## src/rtl/loop_code_gen.sv

```systemverilog
module loop_code_gen #(
  parameter int CODE_W     = 8,
  parameter int SEL_W      = 2,
  parameter int MIN_LEN    = 5,
  parameter int FRAME_BITS = 193
) (
  input  logic              clk,
  input  logic              rst_n,
  input  logic [CODE_W-1:0] code_def,
  input  logic [SEL_W-1:0]  len_sel,
  input  logic              loop_en,
  input  logic              fbit_ins_en,
  input  logic              frame_sync,
  input  logic              fbit_in,
  input  logic              data_in,
  output logic              ser_out
);
  localparam int IDX_W = $clog2(CODE_W);
  localparam int CNT_W = $clog2(FRAME_BITS);

  logic [CODE_W-1:0] code_q;
  logic [SEL_W-1:0]  len_q;
  logic [IDX_W-1:0]  idx_q;
  logic [CNT_W-1:0]  cnt_q;
  logic [IDX_W:0]    last_idx;
  logic [IDX_W-1:0]  bit_sel;
  logic              f_pos, hold, wrap, adv;

  assign last_idx = (IDX_W+1)'(MIN_LEN - 1) + (IDX_W+1)'(len_q);
  assign f_pos    = frame_sync || (cnt_q == '0);
  assign hold     = fbit_ins_en && f_pos;
  assign wrap     = ({1'b0, idx_q} == last_idx);
  assign adv      = loop_en && !hold;
  assign bit_sel  = IDX_W'(CODE_W - 1) - idx_q;
  assign ser_out  = !loop_en ? data_in : (hold ? fbit_in : code_q[bit_sel]);

  always_ff @(posedge clk) begin
    if (!rst_n)                              cnt_q <= '0;
    else if (f_pos)                          cnt_q <= CNT_W'(1);
    else if (cnt_q == CNT_W'(FRAME_BITS-1))  cnt_q <= '0;
    else                                     cnt_q <= cnt_q + CNT_W'(1);
  end

  always_ff @(posedge clk) begin
    if (!rst_n) begin
      code_q <= '0;
      len_q  <= '0;
      idx_q  <= '0;
    end else if (!loop_en || (adv && wrap)) begin
      code_q <= code_def;
      len_q  <= len_sel;
      idx_q  <= '0;
    end else if (adv) begin
      idx_q  <= idx_q + IDX_W'(1);
    end
  end

  AST_IDX_IN_RANGE: assert property (@(posedge clk) disable iff (!rst_n) {1'b0, idx_q} <= last_idx);
  AST_IDLE_CLEAR: assert property (@(posedge clk) disable iff (!rst_n) !loop_en |=> (idx_q == '0) && (code_q == $past(code_def)));
  AST_F_HOLD: assert property (@(posedge clk) disable iff (!rst_n) (loop_en && hold) |=> $stable(idx_q));
  AST_FRAME_PERIOD: assert property (@(posedge clk) disable iff (!rst_n) (cnt_q == CNT_W'(FRAME_BITS-1) && !frame_sync) |=> (cnt_q == '0));
  AST_BOUNDARY_ONLY: assert property (@(posedge clk) disable iff (!rst_n) (loop_en && !(adv && wrap)) |=> $stable(code_q) && $stable(len_q));
endmodule

```

## config.mk

```make
export PLATFORM = sky130hd
export DESIGN_NAME = loop_code_gen
export DESIGN_NICKNAME = d
export VERILOG_FILES = /design/src/rtl/loop_code_gen.sv
export SDC_FILE = /design/constraint.sdc
export NUM_CORES = 1
export LEC_CHECK = 0
export ABC_AREA = 0
export BUFFER_PORTS_ARGS = -buffer_cell sky130_fd_sc_hd__buf_2
export CORE_UTILIZATION = 51
export DETAILED_ROUTE_END_ITERATION = 12
export PLACE_DENSITY = 0.73
export SLEW_MARGIN = 20
export SYNTH_ARGS = -nofsm -noshare
export SYNTH_HDL_FRONTEND = slang
export SYNTH_SLANG_ARGS = --single-unit
```

## constraint.sdc

```tcl
create_clock -name clk -period 4.9 [get_ports clk]
set_input_delay 0.245 -clock clk [delete_from_list [all_inputs] [get_ports clk]]
set_output_delay 0.245 -clock clk [all_outputs]
set_load 0.1 [all_outputs]
```

==> metrics.txt, run 1 <==
nets in the synthesized netlist=134; combinational group share of total power=0.146; post-layout power=310 uW; first-pass GRT wire length=2680 um; Static Leak=roughly 0.53 nW; placement row count=16; number of buffers inserted to repair setup after CTS=0; TritonCTS Sinks=21; clock-pin slew reported for the worst setup and hold paths after clock tree synthesis=0.12 ns; data arrival time of the critical path=2.13 ns; final WL=1800 um; # IOs=18; cell-internal power=228 uW; Worst Hold Margin=between 0.15 and 0.2 ns; depth of the worst register-to-register path=6; final routed wire length divided by cell count=11.3 um; share of the synthesized area in the top cell type=0.390; fraction of the yosys area taken by sequential cells=0.390; worst reg2reg setup slack=2.83 ns; portion of the clock cycle consumed by the worst path in the final layout=0.485; starting utilization of the core area=0.544; worst-path maximum fanout=8; maximum level of the CTS H-tree=1; actual slew at the worst max-slew pin=about 0.74 ns; fraction of power consumed by sequential logic=0.589; run status=finished clean; reg-to-reg critical path endpoint=code_q[4]; syn_area_per_cell=9.46 um^2; startpoint types=flip-flop; first-pass detailed-route iteration total=4; leftover overflow at the end of global routing=0; Resized Gates After CTS=0; classification of the worst setup path=flip-flop to primary output; Achievable Freq=about 420 MHz; DRC violation total after the first TritonRoute iteration=7; worst hold-check path type=input port to flip-flop; list of cells traversed by the critical path=inv_1 > ha_1 > nor4b_2 > a22oi_4 > mux2i_1 > o21ai_1 > buf_2; count of warnings emitted by yosys=0; Max-cap violations=0; Peak VDD IR=approximately 0.21 mV; signed area change from the synthesized netlist to the final layout=11.8%; global-route usage over all layers=0.170; area of the core region=1980 um^2; number of distinct library cells after synthesis=26; vias in the first global route=669; Slew HR=0.506; Die W=~48 um; routed via count divided by cell count=between 5 and 6; kind of cell with the highest combined delay on the critical path=buffers and inverters; number of nets in the layout=~150; Clk Latency, worst-skew pair=about 0.3 ns; die area=2300 um^2; cell at the root of the clock tree=sky130_fd_sc_hd__clkbuf_4; number of routed nets with antenna violations=0; Switch Pwr=81.7 uW; CTS tree=done; Bufs and invs on worst path=2; final critical delay including setup and external delays=2.38 ns; core utilization of the finished layout=0.609; Critical-path top delay cell=sky130_fd_sc_hd__dfxtp_1; clock skew=roughly 0.0016 ns; Final Hold Violating Endpoints=0; Min-Delay Startpoint=code_def[5]; Netlist Area Pre-Place=1080 um^2; Crit. End Element=primary output; pin count of the biggest net entering global routing=24; Critical Path End=ser_out; hold buffer count at CTS=0; count of vias placed by the detailed router=about 810; top area cells in the synthesized netlist=sky130_fd_sc_hd__dfxtp_1, sky130_fd_sc_hd__mux2i_1, sky130_fd_sc_hd__nand2_1; share of final-layout standard cells stronger than drive strength 1=0.205; largest incremental delay on the critical path=0.44 ns; RSZ-0062 raised after global routing=false; fraction of power consumed by the clock network=0.265; Final setup violation count=0; PD cells=257 nW/um^2; count of input and output buffers=17; largest area contributor in the netlist=sky130_fd_sc_hd__dfxtp_1; antenna cells=0; vertical extent of the die=48.0 um; post-DP HPWL=1370 um; final weighted congestion in routability-driven placement=0.856; clock buffer count from CTS=3; number of max-slew violations in the final report=0; gate count after technology mapping=114; number of antenna violations at the first check in global routing=0; sum of negative setup slack=0 ns; CTS max path bufs=2; launch instance of the worst register-to-register path=cnt_q[0]; post-synthesis sequential element count=21; total DRC errors in the routed layout=0; data required time at the worst endpoint=4.66 ns; stages on the worst setup path=7; most common cell after layout, fill and taps aside=sky130_fd_sc_hd__nand2_1; most used cells in the layout excluding fill and tap cells=sky130_fd_sc_hd__nand2_1, sky130_fd_sc_hd__dfxtp_1, sky130_fd_sc_hd__buf_2; switch share=0.264; start point of the critical path=cnt_q[0]
-- logic make-up after synthesis --
group	count (synthesis)	synth area share
simple gates	49	0.220
flops	21	0.390
mux	14	0.161
compound gates	11	0.0893
xor+xnor	9	0.0731
buf+inv	7	0.0313
fa+ha+maj	3	0.0348
-- worst min path at each step --
stage | depth (start not counted) | slack [ns] | end
finish | 3 | 0.17 | code_q[5]
CTS | 3 | 0.16 | code_q[7]
global route | 3 | 0.16 | code_q[7]
detailed placement | 2 | 0.45 | code_q[0]
floorplan | 2 | 0.38 | code_q[0]
global placement | 2 | 0.44 | code_q[0]
-- metal layers --
layer | share of wire | routed length (um) | GRT usage
met1 | 0.51 | 926 | 0.234
met2 | 0.45 | 807 | 0.259
met3 | 0.028 | 51 | 0.0226
met4 | 0.0078 | 14 | 0.0833
met5 | 0 | 0 | 0
-- synthesized netlist by cell type --
library cell / number
sky130_fd_sc_hd__mux4_1: 2
sky130_fd_sc_hd__ha_1: 3
sky130_fd_sc_hd__a22oi_4: 1
sky130_fd_sc_hd__a311oi_1: 1
sky130_fd_sc_hd__clkbuf_1: 2
sky130_fd_sc_hd__inv_1: 4
sky130_fd_sc_hd__nor2b_1: 1
sky130_fd_sc_hd__a21oi_1: 3
sky130_fd_sc_hd__o21ai_1: 2
sky130_fd_sc_hd__nand3_1: 8
sky130_fd_sc_hd__mux2i_1: 11
sky130_fd_sc_hd__and3_1: 2
sky130_fd_sc_hd__nand2b_1: 4
sky130_fd_sc_hd__o21ai_0: 1
sky130_fd_sc_hd__mux2_2: 1
sky130_fd_sc_hd__nor4b_2: 2
sky130_fd_sc_hd__dfxtp_1: 21
sky130_fd_sc_hd__nor2_1: 9
sky130_fd_sc_hd__xor2_1: 6
sky130_fd_sc_hd__a41oi_1: 1
sky130_fd_sc_hd__o221a_2: 1
sky130_fd_sc_hd__nand3b_1: 1
sky130_fd_sc_hd__xnor2_1: 3
sky130_fd_sc_hd__nand2_1: 22
sky130_fd_sc_hd__a41oi_2: 1
sky130_fd_sc_hd__buf_6: 1
-- flip-flops by register name, indices dropped and copies added (netlist names) --
register  flops
cnt_q         8
code_q        8
idx_q         3
len_q         2
-- worst min-delay path: stages --
cell and delay [ns]:
sky130_fd_sc_hd__buf_2 0.09, sky130_fd_sc_hd__nand2_1 0.05, sky130_fd_sc_hd__mux2i_1 0.05
-- stage by stage --
step	instances	instance area [um^2]	worst slack, ns
floorplan	114	1080	2.15
CTS	159	1210	2.50
finish	159	1210	2.52
global placement	155	1180	2.88
global route	159	1210	2.37
detailed placement	155	1180	2.83
-- power by group through the flow --
stage | Clock (mW) | Sequential [mW] | Combinational [mW]
2_1_floorplan | 0 | 0.185 | 0.0345
3_3_place_gp | 0 | 0.186 | 0.0446
3_5_place_dp | 0 | 0.186 | 0.0456
4_1_cts | 0.0859 | 0.182 | 0.0459
5_1_grt | 0.0951 | 0.183 | 0.0504
6_report | 0.0820 | 0.182 | 0.0453
-- layout make-up --
| type | instances | area [um^2] |
|---|---|---|
| clock buffer | 3 | 22.5 |
| clock inverter | 1 | 5.00 |
| fill | 174 | 776 |
| inverter | 4 | 15.0 |
| multi-input combinational | 86 | 624 |
| sequential | 21 | 420 |
| tap | 27 | 33.8 |
| timing repair buffer | 17 | 85.1 |
(Power assumes the default switching activity.)
==> run 2, diff against run 1 <==
--- a/config.mk
+++ b/config.mk
@@ -5,7 +5,7 @@
 export SDC_FILE = /design/constraint.sdc
 export NUM_CORES = 1
 export LEC_CHECK = 0
-export ABC_AREA = 0
+export ABC_AREA = 1
 export BUFFER_PORTS_ARGS = -buffer_cell sky130_fd_sc_hd__buf_2
 export CORE_UTILIZATION = 51
 export DETAILED_ROUTE_END_ITERATION = 12
==> constraint.sdc (replaced) <==
create_clock -name clk -period 2.4 [get_ports clk]
set_input_delay 0.12 -clock clk [delete_from_list [all_inputs] [get_ports clk]]
set_output_delay 0.12 -clock clk [all_outputs]
set_load 0.1 [all_outputs]
==> run 2 against run 1 <==
  * Area after synthesis is 3.2% higher
  * Clock skew grew 0.0045 ns
  * Power increased by 110%
  * Sequential share of layout area is 0.53 points lower
  * Critical path depth stayed put
  * Largest cell class unchanged
  * Combinational power is 130% higher
  * Setup slack lost 2.1 ns
==> metrics.txt, run 2 <==
classification of the worst setup path=flip-flop to primary output; leftover overflow at the end of global routing=0; # IOs=18; number of distinct library cells after synthesis=24; post-DP HPWL=1480 um; launch instance of the worst register-to-register path=cnt_q[0]; Final Hold Violating Endpoints=0; most used cells in the layout excluding fill and tap cells=sky130_fd_sc_hd__nand2_1, sky130_fd_sc_hd__nand3_1, sky130_fd_sc_hd__nor2_1, sky130_fd_sc_hd__dfxtp_1, sky130_fd_sc_hd__inv_1; number of buffers inserted to repair setup after CTS=0; post-layout power=647 uW; hold buffer count at CTS=0; largest area contributor in the netlist=sky130_fd_sc_hd__dfxtp_1; Peak VDD IR=roughly 0.38 mV; CTS max path bufs=2; CTS tree=done; actual slew at the worst max-slew pin=0.482 ns; Min-Delay Startpoint=len_sel[1]; starting utilization of the core area=0.556; Static Leak=0.549 nW; setup slack after layout=around 0.43 ns; startpoint types=flip-flop; Slew HR=0.681; largest incremental delay on the critical path=0.44 ns; top area cells in the synthesized netlist=sky130_fd_sc_hd__dfxtp_1, sky130_fd_sc_hd__nand3_1, sky130_fd_sc_hd__nand2_1; cell-internal power=roughly 470 uW; run status=finished clean; vias in the first global route=832; data required time at the worst endpoint=around 2.3 ns; RSZ-0062 raised after global routing=false; final routed wire length divided by cell count=10.0 um; final critical delay including setup and external delays=1.97 ns; global-route usage over all layers=0.183; cell with the most instances after synthesis=sky130_fd_sc_hd__nand2_1; count of warnings emitted by yosys=0; count of input and output buffers=17; clock buffer count from CTS=3; routed via count divided by cell count=5.03; share of final-layout standard cells stronger than drive strength 1=0.160; cell at the root of the clock tree=sky130_fd_sc_hd__clkbuf_4; DRC violation total after the first TritonRoute iteration=16; number of routed nets with antenna violations=0; Switch Pwr=roughly 180 uW; Critical-path top delay cell=sky130_fd_sc_hd__buf_2; syn_area_per_cell=6.96 um^2; pin count of the biggest net entering global routing=28; Achievable Freq=508 MHz; gate count after technology mapping=between 150 and 200; number of nets in the layout=196; first-pass GRT wire length=3390 um; placement row count=16; portion of the clock cycle consumed by the worst path in the final layout=0.820; worst-path maximum fanout=4; final WL=between 2000 and 2500 um; worst setup slack before clock tree synthesis=0.755 ns; nets in the synthesized netlist=180; fraction of power consumed by sequential logic=0.581; most numerous cell types in the synthesized netlist=sky130_fd_sc_hd__nand2_1, sky130_fd_sc_hd__nand3_1, sky130_fd_sc_hd__dfxtp_1, sky130_fd_sc_hd__nor2_1, sky130_fd_sc_hd__inv_1; Post-synth ARST share=0; Max-cap violations=0; core utilization of the finished layout=0.612; count of vias placed by the detailed router=1017; worst hold-check path type=input port to flip-flop; sum of negative setup slack=0 ns; dominant synthesized flop cell=sky130_fd_sc_hd__dfxtp_1; first-pass detailed-route iteration total=4; total DRC errors in the routed layout=0; data arrival time of the critical path=around 1.9 ns; Die W=48.7 um; fraction of power consumed by the clock network=0.256; Resized Gates After CTS=0; registers with the highest flip-flop counts=cnt_q x8, code_q x8, idx_q x3; PD cells=528 nW/um^2; antenna cells=0; area of the core region=2000 um^2; clock-pin slew reported for the worst setup and hold paths after clock tree synthesis=between 0.1 and 0.15 ns; clock skew=0.00615 ns; TritonCTS Sinks=21; number of synthesized flops with an enable pin=0; start point of the critical path=cnt_q[0]; number of max-slew violations in the final report=0; list of cells traversed by the critical path=inv_1 > ha_1 > nand2_2 > o21ai_4 > nand3_1 > a31oi_2 > buf_2; Crit. End Element=primary output; Final setup violation count=0; Clk Latency, worst-skew pair=0.30 ns; final weighted congestion in routability-driven placement=0.837; fraction of the yosys area taken by sequential cells=0.378; Netlist Area Pre-Place=around 1100 um^2; combinational group share of total power=0.163; vertical extent of the die=48.7 um; signed area change from the synthesized netlist to the final layout=10.0%; number of antenna violations at the first check in global routing=0; switch share=0.275; die area=2370 um^2; most common cell after layout, fill and taps aside=sky130_fd_sc_hd__nand2_1; share of the synthesized area in the top cell type=0.378; maximum level of the CTS H-tree=1; post-synthesis sequential element count=21
-- run 2: cell families after synthesis --
logic type               share of synthesized area
AND/OR/NAND/NOR                              0.340
buffers and inverters                        0.100
AO/OA/AOI/OAI                                0.109
flip-flops                                   0.378
XOR/XNOR                                    0.0393
adder cells (fa/ha/maj)                     0.0337
-- run 2: worst max-delay path, delay by kind of cell (launching register included) --
family          cells  cell delay, ns
simple gates        2            0.19
fa+ha+maj           1            0.16
buf+inv             2            0.50
flops               1            0.35
compound gates      2            0.37
-- run 2: cell type report --
class                      count  area (um^2)
fill                         206          777
tap                           27         33.8
timing repair buffer          17         85.1
multi-input combinational    114          588
inverter                      19         71.3
sequential                    21          420
clock buffer                   4         26.3
-- run 2: power groups by stage --
stage / clock network [mW] / logic (mW) / registers (mW)
finish: 0.166 / 0.105 / 0.376
global route: 0.185 / 0.119 / 0.377
CTS: 0.174 / 0.106 / 0.376
detailed placement: 0 / 0.106 / 0.383
global placement: 0 / 0.103 / 0.383
floorplan: 0 / 0.0818 / 0.380
-- run 2: final timing paths --
kind / cells past startpoint / endpoint / slack (ns)
setup / recovery: 7 / ser_out / 0.43
hold / removal: 3 / len_q[1] / 0.03
setup reg to reg: 8 / idx_q[2] / 0.88
hold reg to reg: 1 / cnt_q[5] / 0.52
-- run 2: per-layer routing --
layer / vias to the layer above / global-route usage / wire (um)
met1: 451 / 0.244 / 1040
met2: 20 / 0.287 / 872
met5: - / 0 / 0
met4: 0 / 0.0735 / 30
li1: 542 / - / -
met3: 4 / 0.0409 / 72
-- run 2: per-stage QoR --
stage	cells	cell area, um^2	hold WS (ns)
after floorplan	160	1120	0.233
after global placement	198	1200	0.335
after detailed placement	198	1200	0.346
after CTS	202	1220	0.0272
after global routing	202	1220	0.0303
final	202	1220	0.0303
==> run 3, diff against run 2 <==
--- a/config.mk
+++ b/config.mk
@@ -7,7 +7,7 @@
 export LEC_CHECK = 0
 export ABC_AREA = 1
 export BUFFER_PORTS_ARGS = -buffer_cell sky130_fd_sc_hd__buf_2
-export CORE_UTILIZATION = 51
+export CORE_UTILIZATION = 49
 export DETAILED_ROUTE_END_ITERATION = 12
 export PLACE_DENSITY = 0.73
 export SLEW_MARGIN = 20
==> constraint.sdc (replaced) <==
create_clock -name clk -period 1.7 [get_ports clk]
set_input_delay 0.085 -clock clk [delete_from_list [all_inputs] [get_ports clk]]
set_output_delay 0.085 -clock clk [all_outputs]
set_load 0.1 [all_outputs]
==> run 3 against run 2 <==
  * First-iteration DRC count grew 44%
  * Wire length up 16%
  * Critical endpoint unchanged
  * Non-clock buffer count increased by 13
  * Sequential share of layout area shrank 3.9 points
  * Critical path depth did not move
  * Critical path type unchanged
  * Clock-buffer cell count did not move
  * Via count increased by 5.0%
  * Power grew 51%
==> metrics.txt, run 3 (synthesis gave the netlist of run 2 again) <==
global-route usage over all layers=0.208; worst hold-check path type=input port to flip-flop; core utilization of the finished layout=0.692; clock-pin slew reported for the worst setup and hold paths after clock tree synthesis=0.11 ns; most common cell after layout, fill and taps aside=sky130_fd_sc_hd__nand2_1; final routed wire length divided by cell count=10.9 um; antenna cells=0; instance count after placement with tap cells included=between 150 and 200; data required time at the worst endpoint=1.62 ns; total DRC errors in the routed layout=0; first-pass GRT wire length=slightly below 4000 um; number of routed nets with antenna violations=0; actual slew at the worst max-slew pin=0.301 ns; # IOs=18; DRC violation total after the first TritonRoute iteration=23; starting utilization of the core area=0.545; number of antenna violations at the first check in global routing=0; vias in the first global route=904; final WL=2340 um; routed via count divided by cell count=4.97; Static Leak=approximately 0.62 nW; signed area change from the synthesized netlist to the final layout=26.9%; cell at the root of the clock tree=sky130_fd_sc_hd__clkbuf_4; TritonCTS Sinks=21; count of vias placed by the detailed router=approximately 1100; run status=finished clean; Max-cap violations=0; Slew HR=0.799; PD cells=691 nW/um^2; number of max-slew violations in the final report=0; data arrival time of the critical path=between 1.5 and 2 ns; Achievable Freq=591 MHz; clock skew=0.00357 ns; most used cells in the layout excluding fill and tap cells=sky130_fd_sc_hd__nand2_1, sky130_fd_sc_hd__nand3_1, sky130_fd_sc_hd__nor2_1; share of final-layout standard cells stronger than drive strength 1=0.234; placement row count=16; Clk Latency, worst-skew pair=roughly 0.31 ns; vertical extent of the die=between 40 and 50 um; Peak VDD IR=0.573 mV; first-pass detailed-route iteration total=4; portion of the clock cycle consumed by the worst path in the final layout=0.995; leftover overflow at the end of global routing=0; post-layout power=approximately 980 uW; area of the core region=2040 um^2; final weighted congestion in routability-driven placement=0.790; registers with the highest flip-flop counts=cnt_q x8, code_q x8, idx_q x3; classification of the worst setup path=flip-flop to primary output; CTS max path bufs=2; setup slack after layout=0.00868 ns; Final setup violation count=0; worst-path maximum fanout=3; Final Hold Violating Endpoints=0; number of nets in the layout=209; RSZ-0062 raised after global routing=true; maximum level of the CTS H-tree=1; post-DP HPWL=1540 um; count of input and output buffers=17; pin count of the biggest net entering global routing=22; clock buffer count from CTS=3; Crit. End Element=primary output; startpoint types=flip-flop; CTS tree=done; final non-filler cell total=215; die area=2470 um^2; worst setup slack before clock tree synthesis=0.235 ns; final critical delay including setup and external delays=1.69 ns; Die W=49.7 um
## run 3: cell types whose count changed in the layout (fill, tap and decap cells not counted), sizes merged
cell | previous run | this run
dlygate4sd3 | 0 | 9
buf | 17 | 21
## run 3: worst paths after layout
path	from	to	slack, ns	cells after the start
min reg2reg	cnt_q[5]	cnt_q[5]	0.52	1
max reg2reg	cnt_q[1]	idx_q[0]	0.24	8
min	code_def[7]	code_q[7]	0.005	3
max	cnt_q[1]	ser_out	0.009	7
## run 3: report_power, final
part | leakage (nW) | internal (mW) | switching, mW
Sequential | 0.175 | 0.515 | 0.0152
Clock | 0.0150 | 0.0918 | 0.150
Combinational | 0.432 | 0.0946 | 0.110
## run 3: repair_timing
item                                   4_1_cts  5_1_grt
setup endpoints to repair                    1        1
setup buffers                                2        1
gates resized for setup                      6       11
pin swaps                                    1        6
endpoints found under the hold margin        9        0
hold buffers                                 9        0
## run 3: metal layers
metal  global-route usage  part of all wire
met2                0.324              0.47
met5                    0                 0
met1                0.273              0.48
met3               0.0370             0.031
met4                0.100             0.020
## run 3: worst max-delay path, cell delays in order, from the launching register on
cell and delay, ns:
sky130_fd_sc_hd__dfxtp_2 0.35, sky130_fd_sc_hd__inv_2 0.07, sky130_fd_sc_hd__ha_4 0.14, sky130_fd_sc_hd__nand2_4 0.05, sky130_fd_sc_hd__o21ai_4 0.20, sky130_fd_sc_hd__nand3_2 0.13
sky130_fd_sc_hd__a31oi_4 0.17, sky130_fd_sc_hd__buf_12 0.19
## run 3: cell type report
cell class              instances  area [um^2]
flip-flops and latches         21          429
repair buffers                 30          220
fillers                       180          629
inverters                      19         73.8
multi-input cells             114          629
well taps                      27         33.8
clock buffers                   4         26.3
## run 3: metrics by stage
step | TNS, ns | cell area, um^2 | hold slack, ns
floorplan | 0 | 1130 | 0.198
global placement | 0 | 1230 | 0.302
detailed placement | 0 | 1230 | 0.311
CTS | 0 | 1370 | 0.000214
global route | -0.0717 | 1410 | 0.00147
finish | 0 | 1410 | 0.00490
